[config.mk]
export PLATFORM = sky130hd
export DESIGN_NAME = flash_busy_status
export DESIGN_NICKNAME = d
export VERILOG_FILES = /design/src/rtl/flash_stat_pkg.sv /design/src/rtl/flash_rd_edge.sv /design/src/rtl/flash_op_track.sv /design/src/rtl/flash_stat_fmt.sv /design/src/rtl/flash_busy_status.sv
export SDC_FILE = /design/constraint.sdc
export NUM_CORES = 1
export LEC_CHECK = 0
export BUFFER_PORTS_ARGS = -buffer_cell sky130_fd_sc_hd__buf_2
export CORE_AREA = 8 8 65 81
export CTS_CLUSTER_SIZE = 30
export DETAILED_ROUTE_END_ITERATION = 7
export DIE_AREA = 0 0 73 89
export PLACE_DENSITY = 0.61
export SLEW_MARGIN = 0
export SYNTH_ARGS = -nofsm -noshare
export SYNTH_HDL_FRONTEND = slang
export SYNTH_SLANG_ARGS = --single-unit
[constraint.sdc]
create_clock -name clk -period 2.1 [get_ports clk]
set_clock_uncertainty 0.05 [all_clocks]
set_input_delay 0.105 -clock clk [delete_from_list [all_inputs] [get_ports clk]]
set_output_delay 0.105 -clock clk [all_outputs]
set_load 0.03 [all_outputs]
[src/rtl/flash_stat_pkg.sv]
package flash_stat_pkg;
  typedef enum logic [1:0] {
    OP_IDLE  = 2'd0,
    OP_PROG  = 2'd1,
    OP_ERASE = 2'd2
  } op_e;
endpackage

[src/rtl/flash_rd_edge.sv]
module flash_rd_edge (
  input  logic clk,
  input  logic rst_n,
  input  logic req_i,
  output logic strobe_o
);
  logic req_q;

  always_ff @(posedge clk or negedge rst_n) begin
    if (!rst_n) req_q <= 1'b0;
    else        req_q <= req_i;
  end

  assign strobe_o = req_i & ~req_q;
endmodule

[src/rtl/flash_op_track.sv]
module flash_op_track
  import flash_stat_pkg::*;
#(
  parameter int DW = 16
) (
  input  logic          clk,
  input  logic          rst_n,
  input  logic          prog_start_i,
  input  logic [DW-1:0] prog_data_i,
  input  logic          erase_start_i,
  input  logic          done_i,
  input  logic          strobe_i,
  output op_e           op_o,
  output logic [DW-1:0] ld_o,
  output logic          tgl_o
);
  op_e           op_q;
  logic [DW-1:0] ld_q;
  logic          tgl_q;
  logic          idle;
  logic          take_prog;
  logic          take_erase;

  assign idle       = (op_q == OP_IDLE);
  // program wins over erase when both arrive in one idle cycle
  assign take_prog  = idle & prog_start_i;
  assign take_erase = idle & erase_start_i & ~prog_start_i;

  always_ff @(posedge clk or negedge rst_n) begin
    if (!rst_n) begin
      op_q <= OP_IDLE;
    end else if (take_prog) begin
      op_q <= OP_PROG;
    end else if (take_erase) begin
      op_q <= OP_ERASE;
    end else if (!idle && done_i) begin
      op_q <= OP_IDLE;
    end
  end

  always_ff @(posedge clk or negedge rst_n) begin
    if (!rst_n)         ld_q <= '0;
    else if (take_prog) ld_q <= prog_data_i;
  end

  always_ff @(posedge clk or negedge rst_n) begin
    if (!rst_n)                       tgl_q <= 1'b0;
    else if (take_prog || take_erase) tgl_q <= 1'b0;
    else if (strobe_i && !idle)       tgl_q <= ~tgl_q;
  end

  assign op_o  = op_q;
  assign ld_o  = ld_q;
  assign tgl_o = tgl_q;
endmodule

[src/rtl/flash_stat_fmt.sv]
module flash_stat_fmt
  import flash_stat_pkg::*;
#(
  parameter int DW       = 16,
  parameter int POLL_BIT = 7,
  parameter int TOG_BIT  = 6
) (
  input  op_e           op_i,
  input  logic [DW-1:0] ld_i,
  input  logic          tgl_i,
  input  logic [DW-1:0] array_i,
  output logic [DW-1:0] word_o
);
  localparam int LAST = DW - 1;

  logic [DW-1:0] stat_w;

  for (genvar b = 0; b <= LAST; b++) begin : g_bit
    if (b == POLL_BIT) begin : g_poll
      assign stat_w[b] = (op_i == OP_PROG) ? ~ld_i[b] : 1'b0;
    end else if (b == TOG_BIT) begin : g_tog
      assign stat_w[b] = tgl_i;
    end else begin : g_pass
      assign stat_w[b] = (op_i == OP_PROG) ? ld_i[b] : 1'b0;
    end
  end

  always_comb begin
    if (op_i == OP_IDLE) word_o = array_i;
    else                 word_o = stat_w;
  end
endmodule

[src/rtl/flash_busy_status.sv]
module flash_busy_status
  import flash_stat_pkg::*;
#(
  parameter int DW       = 16,
  parameter int POLL_BIT = 7,
  parameter int TOG_BIT  = 6
) (
  input  logic          clk,
  input  logic          rst_n,
  input  logic          prog_start,
  input  logic [DW-1:0] prog_data,
  input  logic          erase_start,
  input  logic          op_done,
  input  logic          rd_req,
  input  logic [DW-1:0] array_data,
  output logic          rd_valid,
  output logic [DW-1:0] rd_data
);
  logic          rd_strobe;
  op_e           op_q;
  logic [DW-1:0] ld_q;
  logic          tgl_q;
  logic [DW-1:0] word_w;

  flash_rd_edge u_edge (
    .clk      (clk),
    .rst_n    (rst_n),
    .req_i    (rd_req),
    .strobe_o (rd_strobe)
  );

  flash_op_track #(.DW(DW)) u_track (
    .clk           (clk),
    .rst_n         (rst_n),
    .prog_start_i  (prog_start),
    .prog_data_i   (prog_data),
    .erase_start_i (erase_start),
    .done_i        (op_done),
    .strobe_i      (rd_strobe),
    .op_o          (op_q),
    .ld_o          (ld_q),
    .tgl_o         (tgl_q)
  );

  flash_stat_fmt #(.DW(DW), .POLL_BIT(POLL_BIT), .TOG_BIT(TOG_BIT)) u_fmt (
    .op_i    (op_q),
    .ld_i    (ld_q),
    .tgl_i   (tgl_q),
    .array_i (array_data),
    .word_o  (word_w)
  );

  always_ff @(posedge clk or negedge rst_n) begin
    if (!rst_n) begin
      rd_valid <= 1'b0;
      rd_data  <= '0;
    end else begin
      rd_valid <= rd_strobe;
      if (rd_strobe) rd_data <= word_w;
    end
  end
endmodule

==> results of run 1 <==
## cell families after synthesis
family	after synthesis
buffers and inverters	10
muxes	31
and+or+nand+nor	22
DFF	36
AOI/OAI and AO/OA	20
## sequential cells by signal (all words and copies together), names as in the netlist
name / flops
u_track.op_o: 2
rd_valid: 1
u_track.tgl_o: 1
u_edge.req_q: 1
u_track.ld_o: 15
rd_data: 16
## layout by cell type, fill, tap and decap left out, types with 2 or more instances in the layout
| master | Yosys | routed |
|---|---|---|
| buf_4 | 0 | 4 |
| clkbuf_8 | 0 | 6 |
| dlygate4sd3_1 | 0 | 11 |
| a21o_1 | 2 | 2 |
| clkinv_2 | 0 | 2 |
| mux2_4 | 9 | 9 |
| o21ai_0 | 17 | 17 |
| buf_2 | 2 | 53 |
| inv_1 | 4 | 4 |
| mux2_2 | 6 | 6 |
| mux2i_1 | 16 | 16 |
| nand2_1 | 16 | 16 |
| dfrtp_1 | 36 | 36 |
## layout make-up
class / count / area, um2 / area share
clock buffer: 6 / 82.6 / 0.0400
clock inverter: 2 / 10.0 / 0.00485
tap: 56 / 70.1 / 0.0339
inverter: 4 / 15.0 / 0.00727
timing repair buffer: 68 / 405 / 0.196
multi-input combinational: 73 / 581 / 0.281
sequential: 36 / 901 / 0.436
## per-stage QoR
| stage | hold slack (ps) | worst slack (ps) | util | power, W |
|---|---|---|---|---|
| final | 6.93 | 638 | 0.516 | 0.00231 |
| after detailed placement | 181 | 704 | 0.465 | 0.00182 |
| after global placement | 162 | 716 | 0.465 | 0.00179 |
| after CTS | 0.339 | 622 | 0.513 | 0.00234 |
| after floorplan | -241 | 635 | - | 0.00159 |
| after global routing | 0.867 | 526 | 0.516 | 0.00245 |
## cell usage after synthesis (all sizes together)
library cell  number
a21o               2
a32o               1
buf                4
clkbuf             2
dfrtp             36
inv                4
mux2              15
mux2i             16
nand2             16
nand2b             2
nor2               1
nor3               2
o21ai             17
or4                1
## power breakdown
| part | total, W | internal (W) | switching [W] |
|---|---|---|---|
| registers | 0.00104 | 0.000909 | 0.000130 |
| clock network | 0.000497 | 0.000261 | 0.000235 |
| logic | 0.000771 | 0.000357 | 0.000414 |
| total | 0.00231 | 0.00153 | 0.000779 |
## timing repair
action | in CTS | in global routing
gates resized for setup | 0 | 0
hold endpoints to repair | 45 | 1
endpoints found under the setup margin | 0 | 0
hold buffers | 10 | 1
## path summary, 6_finish.rpt
kind | cells after the start | to | startpoint
min in group asynchronous | 2 | rd_data[12] | rst_n
min | 2 | u_track.ld_o[3] | prog_data[3]
max reg2reg | 3 | u_track.ld_o[4] | u_track.op_o[0]
max | 7 | rd_data[7] | rd_req
min reg2reg | 2 | rd_data[12] | rd_data[12]
max in group asynchronous | 2 | u_track.ld_o[11] | rst_n
## per-layer routing
metal | global-route usage | vias up | routed length [um]
met5 | 0 | - | 0
met4 | 0.0602 | 0 | 52
met3 | 0.0404 | 5 | 241
met2 | 0.208 | 32 | 1830
met1 | 0.123 | 543 | 1500
li1 | - | 545 | -
## worst reg2reg max path, stage by stage (launching register included)
cell and delay, ps:
dfrtp_1 480, nor3_4 210, buf_4 220, mux2_2 350
==> impl_metrics.env, run 1 <==
export IMPL_synth_seq_cells=36
export IMPL_num_vias=1125
export IMPL_drv_slew=0
export IMPL_ir_worst_vdd_v=0.000427
export IMPL_cp_slowest_cell="dlygate4sd3_1"
export IMPL_clk_latency_ps=280
export IMPL_cts_tree="done"
export IMPL_p_leak_nw=1.06
export IMPL_h_tree_depth=2
export IMPL_ys_warn_count=0
export IMPL_dp_cells=226
export IMPL_clk_pin_slew_ps=70
export IMPL_rsz0062_at_grt="false"
export IMPL_critPathBufInv=4
export IMPL_maxCapViolations=0
export IMPL_grt_pass1_vias=1217
export IMPL_path_cells="dlygate4sd3_1 > buf_2 > nand2b_1 > buf_4 > inv_1 > nand2b_2 > o21ai_0"
export IMPL_synth_area_um2=1540
export IMPL_cp_arrival_ps=1560
export IMPL_gr_usage_all_layers=0.119
export IMPL_drt_iter0_drc=60
export IMPL_tightest_slew_ps=794
export IMPL_yosysTopAreaCellShare=0.585
export IMPL_finalSetupViolCount=0
export IMPL_drc=0
export IMPL_io_pin_count=55
export IMPL_area_growth_pct=34.0
export IMPL_hold_path_class="in2reg"
export IMPL_slew_headroom=0.471
export IMPL_fin_nets=226
export IMPL_clk_path_buf_depth=2
export IMPL_synth_top_family_by_area="multiplexers"
export IMPL_ant_nets=0
export IMPL_gp_congestion=0.754
export IMPL_finalHoldViolCount=0
export IMPL_hpwl_um=2700
export IMPL_post_drt_wl_per_cell_um=14.8
export IMPL_synth_compound_area_frac=0.0715
export IMPL_synth_area_per_cell_um2=12.9
export IMPL_synth_top_area_cell="dfrtp_1"
export IMPL_slowest_delay_ps=530
export IMPL_crit_fanout=19
export IMPL_cpLargestDelayFamily="buffers and inverters"
export IMPL_muxShareOfSynthArea=0.236
export IMPL_synthTopCellsByArea="dfrtp_1 58%, mux2i_1 10%, mux2_4 8.8%"
export IMPL_n_antenna_cell=0
export IMPL_wirelength_um=3620
export IMPL_die_x_um=73
export IMPL_start_kind="primary input"
export IMPL_postCtsSetupBuffers=0
export IMPL_die_height_um=89
export IMPL_start_util=0.385
export IMPL_rows=26
export IMPL_via_per_inst=4.59
export IMPL_synth_net_count=157
export IMPL_grt_first_pass_wirelength_um=5820
export IMPL_critPathCaptureType="register"
export IMPL_required_ps=2200
export IMPL_core_um2=4000
export IMPL_postLayoutCellArea_um2=2060
export IMPL_clock_sinks=36
export IMPL_power_density_nw_per_um2=1120
export IMPL_dieArea_um2=6500
export IMPL_io_buffers=53
export IMPL_period_share=0.696
export IMPL_synthSimpleGateAreaFrac=0.0699
export IMPL_layout_drive_gt1_share=0.434
export IMPL_stdcell_count=245
export IMPL_setup_tns_ps=0
export IMPL_r2r_slack_ps=680
export IMPL_fillers=373
export IMPL_place_area_um2=1860
export IMPL_worstSetupPathType="in2reg"
export IMPL_synth_fa_ha_area_frac=0
export IMPL_status="completed"
export IMPL_synth_xor_area_share=0
export IMPL_synthCells=119
export IMPL_root_buffer="clkbuf_8"
export IMPL_min_period_ps=1460
export IMPL_synth_seq_area_share=0.585
export IMPL_synth_cell_types=19
export IMPL_drt_first_pass_iters=4
export IMPL_antenna_found_initial=0
export IMPL_grt_max_degree=37
export IMPL_fmax_mhz=684
export IMPL_cts_buffers=5
export IMPL_grt_remaining_overflow=0
Note: power is estimated with default switching activity, not from simulation.
==> run 2, diff against run 1 <==
clock period = 1.5 ns   (was 2.1 ns; I/O delays follow)
==> run 2 against run 1 <==
Sequential share of layout area fell by 1.8 points; largest power group unchanged; via count rose by 2.9%; flip-flop and latch count unchanged; register-to-register slack got worse by 560 ps; worst hold slack better by 20 ps; largest cell class unchanged.
==> impl_metrics.env, run 2 (same netlist as run 1, synthesis figures left out) <==
export IMPL_layout_commonest_cell="buf_2"
export IMPL_core_um2=4000
export IMPL_grt_max_degree=37
export IMPL_die_x_um=73
export IMPL_ir_worst_vdd_v=0.000677
export IMPL_cts_hold_buf=17
export IMPL_required_ps=1620
export IMPL_grt_first_pass_wirelength_um=6120
export IMPL_post_drt_wl_per_cell_um=14.9
export IMPL_p_leak_nw=1.10
export IMPL_start_kind="register"
export IMPL_crit_fanout=9
export IMPL_hold_path_class="in2reg"
export IMPL_rsz0062_at_grt="false"
export IMPL_io_buffers=53
export IMPL_reg2reg_from="u_track.op_o[0]"
export IMPL_hold_ws_ps=27.0
export IMPL_clk_pin_slew_ps=70
export IMPL_die_height_um=89
export IMPL_min_from="array_data[15]"
export IMPL_hpwl_um=2790
export IMPL_dieArea_um2=6500
export IMPL_grt_remaining_overflow=0
export IMPL_maxCapViolations=0
export IMPL_gr_usage_all_layers=0.123
export IMPL_slew_headroom=0.477
export IMPL_finalHoldViolCount=0
export IMPL_rows=26
export IMPL_fmax_mhz=724
export IMPL_gp_congestion=0.763
export IMPL_tightest_slew_ps=785
export IMPL_drt_first_pass_iters=4
export IMPL_largest_reg_flops=16
export IMPL_io_pin_count=55
export IMPL_layout_drive_gt1_share=0.421
export IMPL_drc=0
export IMPL_h_tree_depth=2
export IMPL_startpoint="u_track.op_o[0]"
export IMPL_num_vias=1158
export IMPL_worstSetupPathType="reg2reg"
export IMPL_area_growth_pct=39.9
export IMPL_cts_buffers=5
export IMPL_clock_sinks=36
export IMPL_cp_arrival_ps=1500
export IMPL_finalSetupViolCount=0
export IMPL_drt_iter0_drc=38
export IMPL_start_util=0.385
export IMPL_min_period_ps=1380
export IMPL_cts_tree="done"
export IMPL_wirelength_um=3780
export IMPL_root_buffer="clkbuf_8"
export IMPL_clk_latency_ps=290
export IMPL_n_antenna_cell=0
export IMPL_clk_path_buf_depth=2
export IMPL_setup_tns_ps=0
export IMPL_fin_nets=234
export IMPL_ctsResizeCount=0
export IMPL_power_density_nw_per_um2=1570
export IMPL_period_share=0.921
export IMPL_ant_nets=0
export IMPL_antenna_found_initial=0
export IMPL_final_cell_mix="53 x buf_2, 36 x dfrtp_1, 17 x o21ai_0, 17 x dlygate4sd3_1"
export IMPL_postCtsSetupBuffers=0
export IMPL_grt_pass1_vias=1235
export IMPL_top_register="rd_data"
export IMPL_status="completed"
export IMPL_drv_slew=0
export IMPL_via_per_inst=4.58
export IMPL_critPathCaptureType="register"
-- run 2: cell types whose count changed in the layout (fill, tap and decap cells not counted) --
cell and delta:
clkinv_2 -1, buf_4 +2, clkbuf_1 +1, clkbuf_8 -1, dlygate4sd3_1 +6, bufinv_16 +1
-- run 2: power by group --
group	internal, W	leakage [nW]	total, W	switching (W)
Clock	0.000493	0.0552	0.000828	0.000335
Sequential	0.00127	0.440	0.00145	0.000179
Combinational	0.000526	0.603	0.00111	0.000588
-- run 2: critical path, cell delays in order, from the launching register on --
cell	delay (ps)
dfrtp_1	460
nor3_4	200
buf_4	250
mux2_4	320
-- run 2: per-stage QoR --
step                cells  setup WS [ps]  utilization  total power (W)  instance area (um2)
finish                253            118        0.538          0.00339                 2150
global route          253           71.6        0.538          0.00357                 2150
CTS                   253            119        0.538          0.00344                 2150
detailed placement    228            124        0.469          0.00257                 1880
global placement      228            157        0.469          0.00252                 1880
floorplan             119           34.6            -          0.00222                 1540
-- run 2: cell type report --
| cell class | count | area [um2] |
|---|---|---|
| timing repair buffer | 76 | 480 |
| sequential | 36 | 901 |
| clock inverter | 2 | 35.0 |
| fill | 372 | 1850 |
| tap | 56 | 70.1 |
| multi-input combinational | 73 | 581 |
| inverter | 4 | 15.0 |
| clock buffer | 6 | 72.6 |
-- run 2: final timing paths --
kind	end	slack, ps	depth (start not counted)
worst max register to register	u_track.ld_o[13]	120	3
max in group asynchronous	rd_data[5]	550	2
worst min-delay path	rd_data[15]	30	3
worst max-delay path	u_track.ld_o[13]	120	3
min in group asynchronous	u_track.ld_o[12]	360	2
worst min register to register	rd_data[15]	420	2
-- run 2: metal layers --
layer / vias to the layer above / share of wire / GRT usage / routed length (um)
met3: 5 / 0.075 / 0.0539 / 283
met4: 0 / 0.011 / 0.0383 / 43
li1: 559 / - / - / -
met2: 31 / 0.52 / 0.210 / 1970
met5: - / 0 / 0 / 0
met1: 563 / 0.39 / 0.133 / 1490
